**config.mk**
```make
export PLATFORM = sky130hd
export DESIGN_NAME = dma_desc_engine
export DESIGN_NICKNAME = d
export VERILOG_FILES = /design/src/rtl/dma_eng_pkg.sv /design/src/rtl/dma_addr_gen.sv /design/src/rtl/dma_arb_ctr.sv /design/src/rtl/dma_desc_engine.sv
export SDC_FILE = /design/constraint.sdc
export NUM_CORES = 1
export LEC_CHECK = 0
export BUFFER_PORTS_ARGS = -buffer_cell sky130_fd_sc_hd__buf_2
export CAP_MARGIN = 25
export CORE_MARGIN = 5
export CORE_UTILIZATION = 30
export DETAILED_ROUTE_END_ITERATION = 10
export GPL_ROUTABILITY_DRIVEN = 0
export REMOVE_ABC_BUFFERS = 1
export SKIP_LAST_GASP = 1
export SLEW_MARGIN = 0
export SYNTH_ARGS = -nofsm -noshare
export SYNTH_HDL_FRONTEND = slang
export SYNTH_HIERARCHICAL = 1
export SYNTH_SLANG_ARGS = --single-unit
```
**constraint.sdc**
```tcl
create_clock -name clk -period 12.8 [get_ports clk]
set_clock_uncertainty 0.05 [all_clocks]
set_input_delay 0.64 -clock clk [delete_from_list [all_inputs] [get_ports clk]]
set_output_delay 0.64 -clock clk [all_outputs]
set_load 0.05 [all_outputs]
```
**src/rtl/dma_eng_pkg.sv**
```systemverilog
package dma_eng_pkg;

  localparam int WORD_W  = 32;
  localparam int CNT_W   = 10;
  localparam int MAX_POW = 10;
  localparam int BURST_W = MAX_POW + 1;

  localparam logic [2:0] CC_STOP  = 3'b000;
  localparam logic [2:0] CC_BASIC = 3'b001;
  localparam logic [2:0] CC_AUTO  = 3'b010;
  localparam logic [2:0] CC_PPONG = 3'b011;

  localparam logic [1:0] STEP_NONE = 2'b11;
  localparam logic [1:0] SZ_WORD   = 2'b10;

  typedef struct packed {
    logic [1:0]       d_step;
    logic [1:0]       d_size;
    logic [1:0]       s_step;
    logic [1:0]       s_size;
    logic [2:0]       d_prot;
    logic [2:0]       s_prot;
    logic [3:0]       arb_pow;
    logic [CNT_W-1:0] cnt_m1;
    logic             burst_hint;
    logic [2:0]       cyc;
  } ctl_word_t;

  typedef enum logic [2:0] {
    ST_IDLE,
    ST_FSRC,
    ST_FDST,
    ST_FCTL,
    ST_READ,
    ST_WRITE,
    ST_WBACK
  } eng_state_e;

  function automatic logic [BURST_W-1:0] burst_len(input logic [3:0] pow);
    if (pow >= 4'(MAX_POW)) return BURST_W'(1) << MAX_POW;
    return BURST_W'(1) << pow;
  endfunction

  function automatic logic [1:0] bus_size(input logic [1:0] code);
    return (code == 2'b11) ? SZ_WORD : code;
  endfunction

  function automatic logic cyc_runs(input logic [2:0] code);
    return (code == CC_BASIC) || (code == CC_AUTO) || (code == CC_PPONG);
  endfunction

endpackage

```
**src/rtl/dma_addr_gen.sv**
```systemverilog
module dma_addr_gen
  import dma_eng_pkg::*;
#(
  parameter int ADDR_W = 32
) (
  input  logic [ADDR_W-1:0] end_ptr,
  input  logic [CNT_W-1:0]  left,
  input  logic [1:0]        step,
  output logic [ADDR_W-1:0] addr
);

  logic [ADDR_W-1:0] back_off;

  always_comb begin
    back_off = '0;
    if (step != STEP_NONE) begin
      back_off = ADDR_W'(left) << step;
    end
    addr = end_ptr - back_off;
  end

endmodule

```
**src/rtl/dma_arb_ctr.sv**
```systemverilog
module dma_arb_ctr
  import dma_eng_pkg::*;
(
  input  logic               clk,
  input  logic               rst_n,
  input  logic               load,
  input  logic [BURST_W-1:0] len,
  input  logic               step,
  output logic               last
);

  logic [BURST_W-1:0] cnt_q;
  logic [BURST_W-1:0] cnt_d;

  always_comb begin
    cnt_d = cnt_q;
    if (load) begin
      cnt_d = len;
    end else if (step && (cnt_q != '0)) begin
      cnt_d = cnt_q - 1'b1;
    end
  end

  always_ff @(posedge clk or negedge rst_n) begin
    if (!rst_n) begin
      cnt_q <= '0;
    end else begin
      cnt_q <= cnt_d;
    end
  end

  assign last = (cnt_q == BURST_W'(1));

endmodule

```
**src/rtl/dma_desc_engine.sv**
```systemverilog
module dma_desc_engine
  import dma_eng_pkg::*;
#(
  parameter int ADDR_W     = 32,
  parameter int DESC_BYTES = 16
) (
  input  logic              clk,
  input  logic              rst_n,
  input  logic              ch_en,
  input  logic              xfer_req,
  input  logic [ADDR_W-1:0] ctl_base,
  output logic              mem_req,
  output logic              mem_we,
  output logic [ADDR_W-1:0] mem_addr,
  output logic [1:0]        mem_size,
  output logic [WORD_W-1:0] mem_wdata,
  input  logic [WORD_W-1:0] mem_rdata,
  input  logic              mem_ready,
  output logic              busy,
  output logic              done,
  output logic              err
);

  localparam logic [ADDR_W-1:0] OFS_DST = ADDR_W'(4);
  localparam logic [ADDR_W-1:0] OFS_CTL = ADDR_W'(8);
  localparam logic [ADDR_W-1:0] OFS_ALT = ADDR_W'(DESC_BYTES);
  localparam int                SIDES   = 2;

  // reset: asserted asynchronously, released on the clock
  logic [1:0] rsync_q;
  logic       rst_core_n;

  always_ff @(posedge clk or negedge rst_n) begin
    if (!rst_n) begin
      rsync_q <= '0;
    end else begin
      rsync_q <= {rsync_q[0], 1'b1};
    end
  end
  assign rst_core_n = rsync_q[1];

  eng_state_e        state_q, state_d;
  logic [ADDR_W-1:0] src_q, src_d;
  logic [ADDR_W-1:0] dst_q, dst_d;
  ctl_word_t         ctl_q, ctl_d;
  logic [WORD_W-1:0] data_q, data_d;
  logic              alt_q, alt_d;
  logic              apend_q, apend_d;
  logic              last_q, last_d;
  logic              done_q, done_d;
  logic              err_q, err_d;

  logic              xfer;
  logic              burst_last;
  logic              burst_load;
  logic              burst_step;
  ctl_word_t         ctl_in;
  logic [ADDR_W-1:0] desc_base;

  logic [ADDR_W-1:0] side_end  [SIDES];
  logic [1:0]        side_step [SIDES];
  logic [ADDR_W-1:0] side_addr [SIDES];

  assign ctl_in    = ctl_word_t'(mem_rdata);
  assign xfer      = mem_req && mem_ready;
  assign desc_base = ctl_base + (alt_q ? OFS_ALT : '0);

  assign side_end[0]  = src_q;
  assign side_end[1]  = dst_q;
  assign side_step[0] = ctl_q.s_step;
  assign side_step[1] = ctl_q.d_step;

  // one address generator per side: source then destination
  for (genvar s = 0; s < SIDES; s++) begin : g_side
    dma_addr_gen #(
      .ADDR_W (ADDR_W)
    ) i_addr_gen (
      .end_ptr (side_end[s]),
      .left    (ctl_q.cnt_m1),
      .step    (side_step[s]),
      .addr    (side_addr[s])
    );
  end

  assign burst_load = (state_q == ST_FCTL) && xfer && cyc_runs(ctl_in.cyc);
  assign burst_step = (state_q == ST_WRITE) && xfer;

  dma_arb_ctr i_arb_ctr (
    .clk   (clk),
    .rst_n (rst_core_n),
    .load  (burst_load),
    .len   (burst_len(ctl_in.arb_pow)),
    .step  (burst_step),
    .last  (burst_last)
  );

  // next-state process
  always_comb begin
    state_d = state_q;
    src_d   = src_q;
    dst_d   = dst_q;
    ctl_d   = ctl_q;
    data_d  = data_q;
    alt_d   = alt_q;
    apend_d = apend_q;
    last_d  = last_q;
    done_d  = 1'b0;
    err_d   = 1'b0;
    unique case (state_q)
      ST_IDLE: begin
        if (!ch_en) begin
          alt_d   = 1'b0;
          apend_d = 1'b0;
        end else if (xfer_req || apend_q) begin
          state_d = ST_FSRC;
        end
      end
      ST_FSRC: begin
        if (xfer) begin
          src_d   = mem_rdata[ADDR_W-1:0];
          state_d = ST_FDST;
        end
      end
      ST_FDST: begin
        if (xfer) begin
          dst_d   = mem_rdata[ADDR_W-1:0];
          state_d = ST_FCTL;
        end
      end
      ST_FCTL: begin
        if (xfer) begin
          ctl_d = ctl_in;
          if (cyc_runs(ctl_in.cyc)) begin
            state_d = ST_READ;
          end else begin
            err_d   = 1'b1;
            apend_d = 1'b0;
            state_d = ST_IDLE;
          end
        end
      end
      ST_READ: begin
        if (xfer) begin
          data_d  = mem_rdata;
          state_d = ST_WRITE;
        end
      end
      ST_WRITE: begin
        if (xfer) begin
          if (ctl_q.cnt_m1 == '0) begin
            last_d  = 1'b1;
            state_d = ST_WBACK;
            if (ctl_q.cyc != CC_PPONG) begin
              ctl_d.cyc = CC_STOP;
            end
          end else begin
            ctl_d.cnt_m1 = ctl_q.cnt_m1 - 1'b1;
            last_d       = 1'b0;
            state_d      = burst_last ? ST_WBACK : ST_READ;
          end
        end
      end
      ST_WBACK: begin
        if (xfer) begin
          state_d = ST_IDLE;
          if (last_q) begin
            done_d  = 1'b1;
            apend_d = 1'b0;
            if (ctl_q.cyc == CC_PPONG) begin
              alt_d = ~alt_q;
            end
          end else begin
            apend_d = (ctl_q.cyc == CC_AUTO);
          end
        end
      end
      default: state_d = ST_IDLE;
    endcase
  end

  // register process
  always_ff @(posedge clk or negedge rst_core_n) begin
    if (!rst_core_n) begin
      state_q <= ST_IDLE;
      src_q   <= '0;
      dst_q   <= '0;
      ctl_q   <= '0;
      data_q  <= '0;
      alt_q   <= 1'b0;
      apend_q <= 1'b0;
      last_q  <= 1'b0;
      done_q  <= 1'b0;
      err_q   <= 1'b0;
    end else begin
      state_q <= state_d;
      src_q   <= src_d;
      dst_q   <= dst_d;
      ctl_q   <= ctl_d;
      data_q  <= data_d;
      alt_q   <= alt_d;
      apend_q <= apend_d;
      last_q  <= last_d;
      done_q  <= done_d;
      err_q   <= err_d;
    end
  end

  // memory port
  always_comb begin
    mem_req   = (state_q != ST_IDLE);
    mem_we    = (state_q == ST_WRITE) || (state_q == ST_WBACK);
    mem_size  = SZ_WORD;
    mem_wdata = data_q;
    mem_addr  = desc_base;
    unique case (state_q)
      ST_FDST:  mem_addr = desc_base + OFS_DST;
      ST_FCTL:  mem_addr = desc_base + OFS_CTL;
      ST_READ: begin
        mem_addr = side_addr[0];
        mem_size = bus_size(ctl_q.s_size);
      end
      ST_WRITE: begin
        mem_addr = side_addr[1];
        mem_size = bus_size(ctl_q.d_size);
      end
      ST_WBACK: begin
        mem_addr  = desc_base + OFS_CTL;
        mem_wdata = WORD_W'(ctl_q);
      end
      default:  mem_addr = desc_base;
    endcase
  end

  assign busy = (state_q != ST_IDLE);
  assign done = done_q;
  assign err  = err_q;

endmodule

```
==> impl_metrics.json <==
{
  "drv_slew": 0,
  "startpoint_type": "flop",
  "start_util_pct": 30.3,
  "rows": 75,
  "max_slew_margin_pct": 30.3,
  "crit_family": "compound AO/OA/AOI/OAI gates",
  "path_clk_slew_ns": 0.07,
  "numCtsBuffers": 17,
  "critPathMaxFanout": 22,
  "hold_class": "flop to async pin",
  "leakagePower_nw": 5.73,
  "grt_pass1_wl_um": 65000,
  "dp_hpwl_um": 31500,
  "num-nets-final": 1667,
  "layout_commonest_cell": "dfrtp_1",
  "grt_overflow_total": 0,
  "status": "complete, no violations",
  "total_power_mw": 4.38,
  "io_pins": 140,
  "wl_per_cell_um": 19.7,
  "cap_violations": 0,
  "worstSetupPathType": "flop to output port",
  "die_w_um": 216,
  "max_stage_delay_ns": 0.73,
  "tightest_slew_ns": 1.04,
  "post-route-min-period_ns": 5.62,
  "drc": 0,
  "setup_slack_ns": 7.18,
  "cp.required_ns": 12.11,
  "grt_max_degree": 60,
  "multi_input_area_mm2": 0.00848,
  "rsz0062_at_grt": "false",
  "holdBufCountCts": 1,
  "worstPathCellList": "nor2b_1 > a21oi_1 > nor2_1 > a31oi_1 > ha_1 > nor2b_1 > o21ai_1 > a21oi_1 > o21ai_1 > a21oi_1 > a2111oi_2 > xor2_1 > nor2b_1 > a211oi_1 > a31oi_1 > o21ai_0 > or4_1 > o221ai_1 > buf_2",
  "vdd_drop_max_mv": 0.129,
  "drtIter0Drc": 1084,
  "cts_max_path_buffers": 2,
  "hold_viol": 0,
  "cts_setup_buffers": 0,
  "cts_root_buf": "clkbuf_16",
  "synthCells": 1475,
  "routed_wl_um": 41700,
  "synth-async-reset-ratio_pct": 100,
  "p_per_area_mw_per_mm2": 303,
  "cts_tree": "done",
  "insertion_delay_ns": 0.43,
  "nFillCells": 4375,
  "end_kind": "output port",
  "final_util_pct": 34.4,
  "antenna_found_initial": 1,
  "fin_crit_sh_pct": 43.9,
  "cp.buffers_inverters": 1,
  "die-area_mm2": 0.0467,
  "ys_types": 104,
  "core_mm2": 0.0420,
  "fin_setup_tns_ns": 0,
  "yosysTopAreaCell": "dfrtp_1",
  "cts-htree-levels": 4,
  "die_y_um": 216,
  "ys_seq_elements": 149,
  "cts.sinks": 149,
  "vias_per_cell": 5.64,
  "layout_common_cells": "dfrtp_1, mux2_2, buf_2, nand2_1, a21oi_1",
  "num_vias": 11900,
  "grt_pass1_vias": 11400,
  "yosysSeqAreaShare_pct": 29.2,
  "synth_edf_count": 0,
  "drive_gt1_share_pct": 24.8,
  "synth.avg_cell_area_um2": 8.65,
  "yosys.area.top_type_share_pct": 29.2,
  "yosys_warnings": 6,
  "grt.total_usage_pct": 17.2,
  "dr.pass1.iters": 6,
  "syn_area_mm2": 0.0128,
  "areaGrowthSynthToFinish_pct": 13.4,
  "cp.arrival_ns": 4.93,
  "max_freq_ghz": 0.178,
  "setup_violations": 0,
  "hold_ws_ns": 0.254,
  "seqCellArea_mm2": 0.00373,
  "post-place-ws_ns": 7.69,
  "antenna_left": 0,
  "synth_flop_cell": "dfrtp_1",
  "cts_resized": 0,
  "synth.area.top_cells": "dfrtp_1, mux2_2, a21oi_1",
  "io_buffers": 139,
  "worst_path_max_delay_cell": "dfrtp_1"
}
-- where the power goes --
group | switching [mW] | leakage (nW) | total (mW) | internal (mW)
Sequential | 0.280 | 1.81 | 0.971 | 0.692
Clock | 0.219 | 0.283 | 0.502 | 0.284
Combinational | 1.88 | 3.63 | 2.91 | 1.03
Total | 2.37 | 5.73 | 4.38 | 2.00
-- area by class of cell --
| class | instances | area share [%] |
|---|---|---|
| Multi-Input combinational cell | 1200 | 58.6 |
| Sequential cell | 149 | 25.8 |
| Timing Repair Buffer | 156 | 5.82 |
| Tap cell | 539 | 4.66 |
| Clock buffer | 19 | 3.13 |
| Inverter | 39 | 1.01 |
| Clock inverter | 13 | 0.934 |
| Antenna cell | 1 | 0.0173 |
-- sequential cells by signal, summed over array words and instances, names as in the netlist --
register and cells:
ctl_q 32, data_q 32, dst_q 32, src_q 32, i_arb_ctr/cnt_q 11, state_q 3, rsync_q 2, alt_q 1
apend_q 1, done 1, err 1, last_q 1
-- final timing paths --
check                                        from                              to  slack, ns  depth (start not counted)
setup / recovery            ctl_q[26]$_DFFE_PN0P_                    mem_addr[26]       7.18                         19
max in group asynchronous    rsync_q[1]$_DFF_PN0_          state_q[0]$_DFFE_PN0P_      11.22                          1
setup reg to reg           state_q[2]$_DFFE_PN0P_  i_arb_ctr/cnt_q[8]$_DFFE_PN0P_       9.18                          9
hold reg to reg              rsync_q[1]$_DFF_PN0_           ctl_q[19]$_DFFE_PN0P_       0.25                          0
hold / removal               rsync_q[1]$_DFF_PN0_           ctl_q[19]$_DFFE_PN0P_       0.25                          0
min in group clk             rsync_q[0]$_DFF_PN0_            rsync_q[1]$_DFF_PN0_       0.30                          0
-- kinds of logic (layout without fill, tap and decap cells) --
logic type	after synthesis	in the layout	synth area share, %
xor+xnor	99	99	6.86
flops	149	149	29.2
mux	167	167	14.6
buf+inv	126	227	4.39
fa+ha+maj	36	36	3.63
simple gates	526	526	22.6
compound gates	369	369	18.5
other cells	3	4	0.0883
-- synth_stat cells (all sizes together), types with 32 or more instances --
library cell	count
nand2	126
inv	37
dfrtp	149
a21oi	121
mux2	146
xnor2	58
ha	33
o21ai	96
nor2b	32
xor2	41
nor4	32
nand3	50
nor2	106
clkbuf	58
nor3	54
-- metal layers --
metal / global-route usage (%) / wire, um
met5: 0 / 13
met4: 4.45 / 768
met3: 2.78 / 2720
met2: 27.0 / 18800
met1: 24.7 / 19400
-- stage by stage --
| step | area, um^2 | std cells |
|---|---|---|
| 2_1_floorplan | 12300 | 1388 |
| 6_report | 14500 | 2116 |
| 4_1_cts | 14500 | 2114 |
| 5_1_grt | 14500 | 2115 |
| 3_3_place_gp | 13800 | 2079 |
| 3_5_place_dp | 13900 | 2081 |
-- worst reg2reg max path: cells and delay by family (launching register included) --
family / cells / cell delay [ns]
DFF: 1 / 0.34
AOI/OAI and AO/OA: 1 / 0.15
buffers and inverters: 2 / 0.59
and+or+nand+nor: 6 / 2.41
No activity file was read; power rests on OpenSTA's default activity.
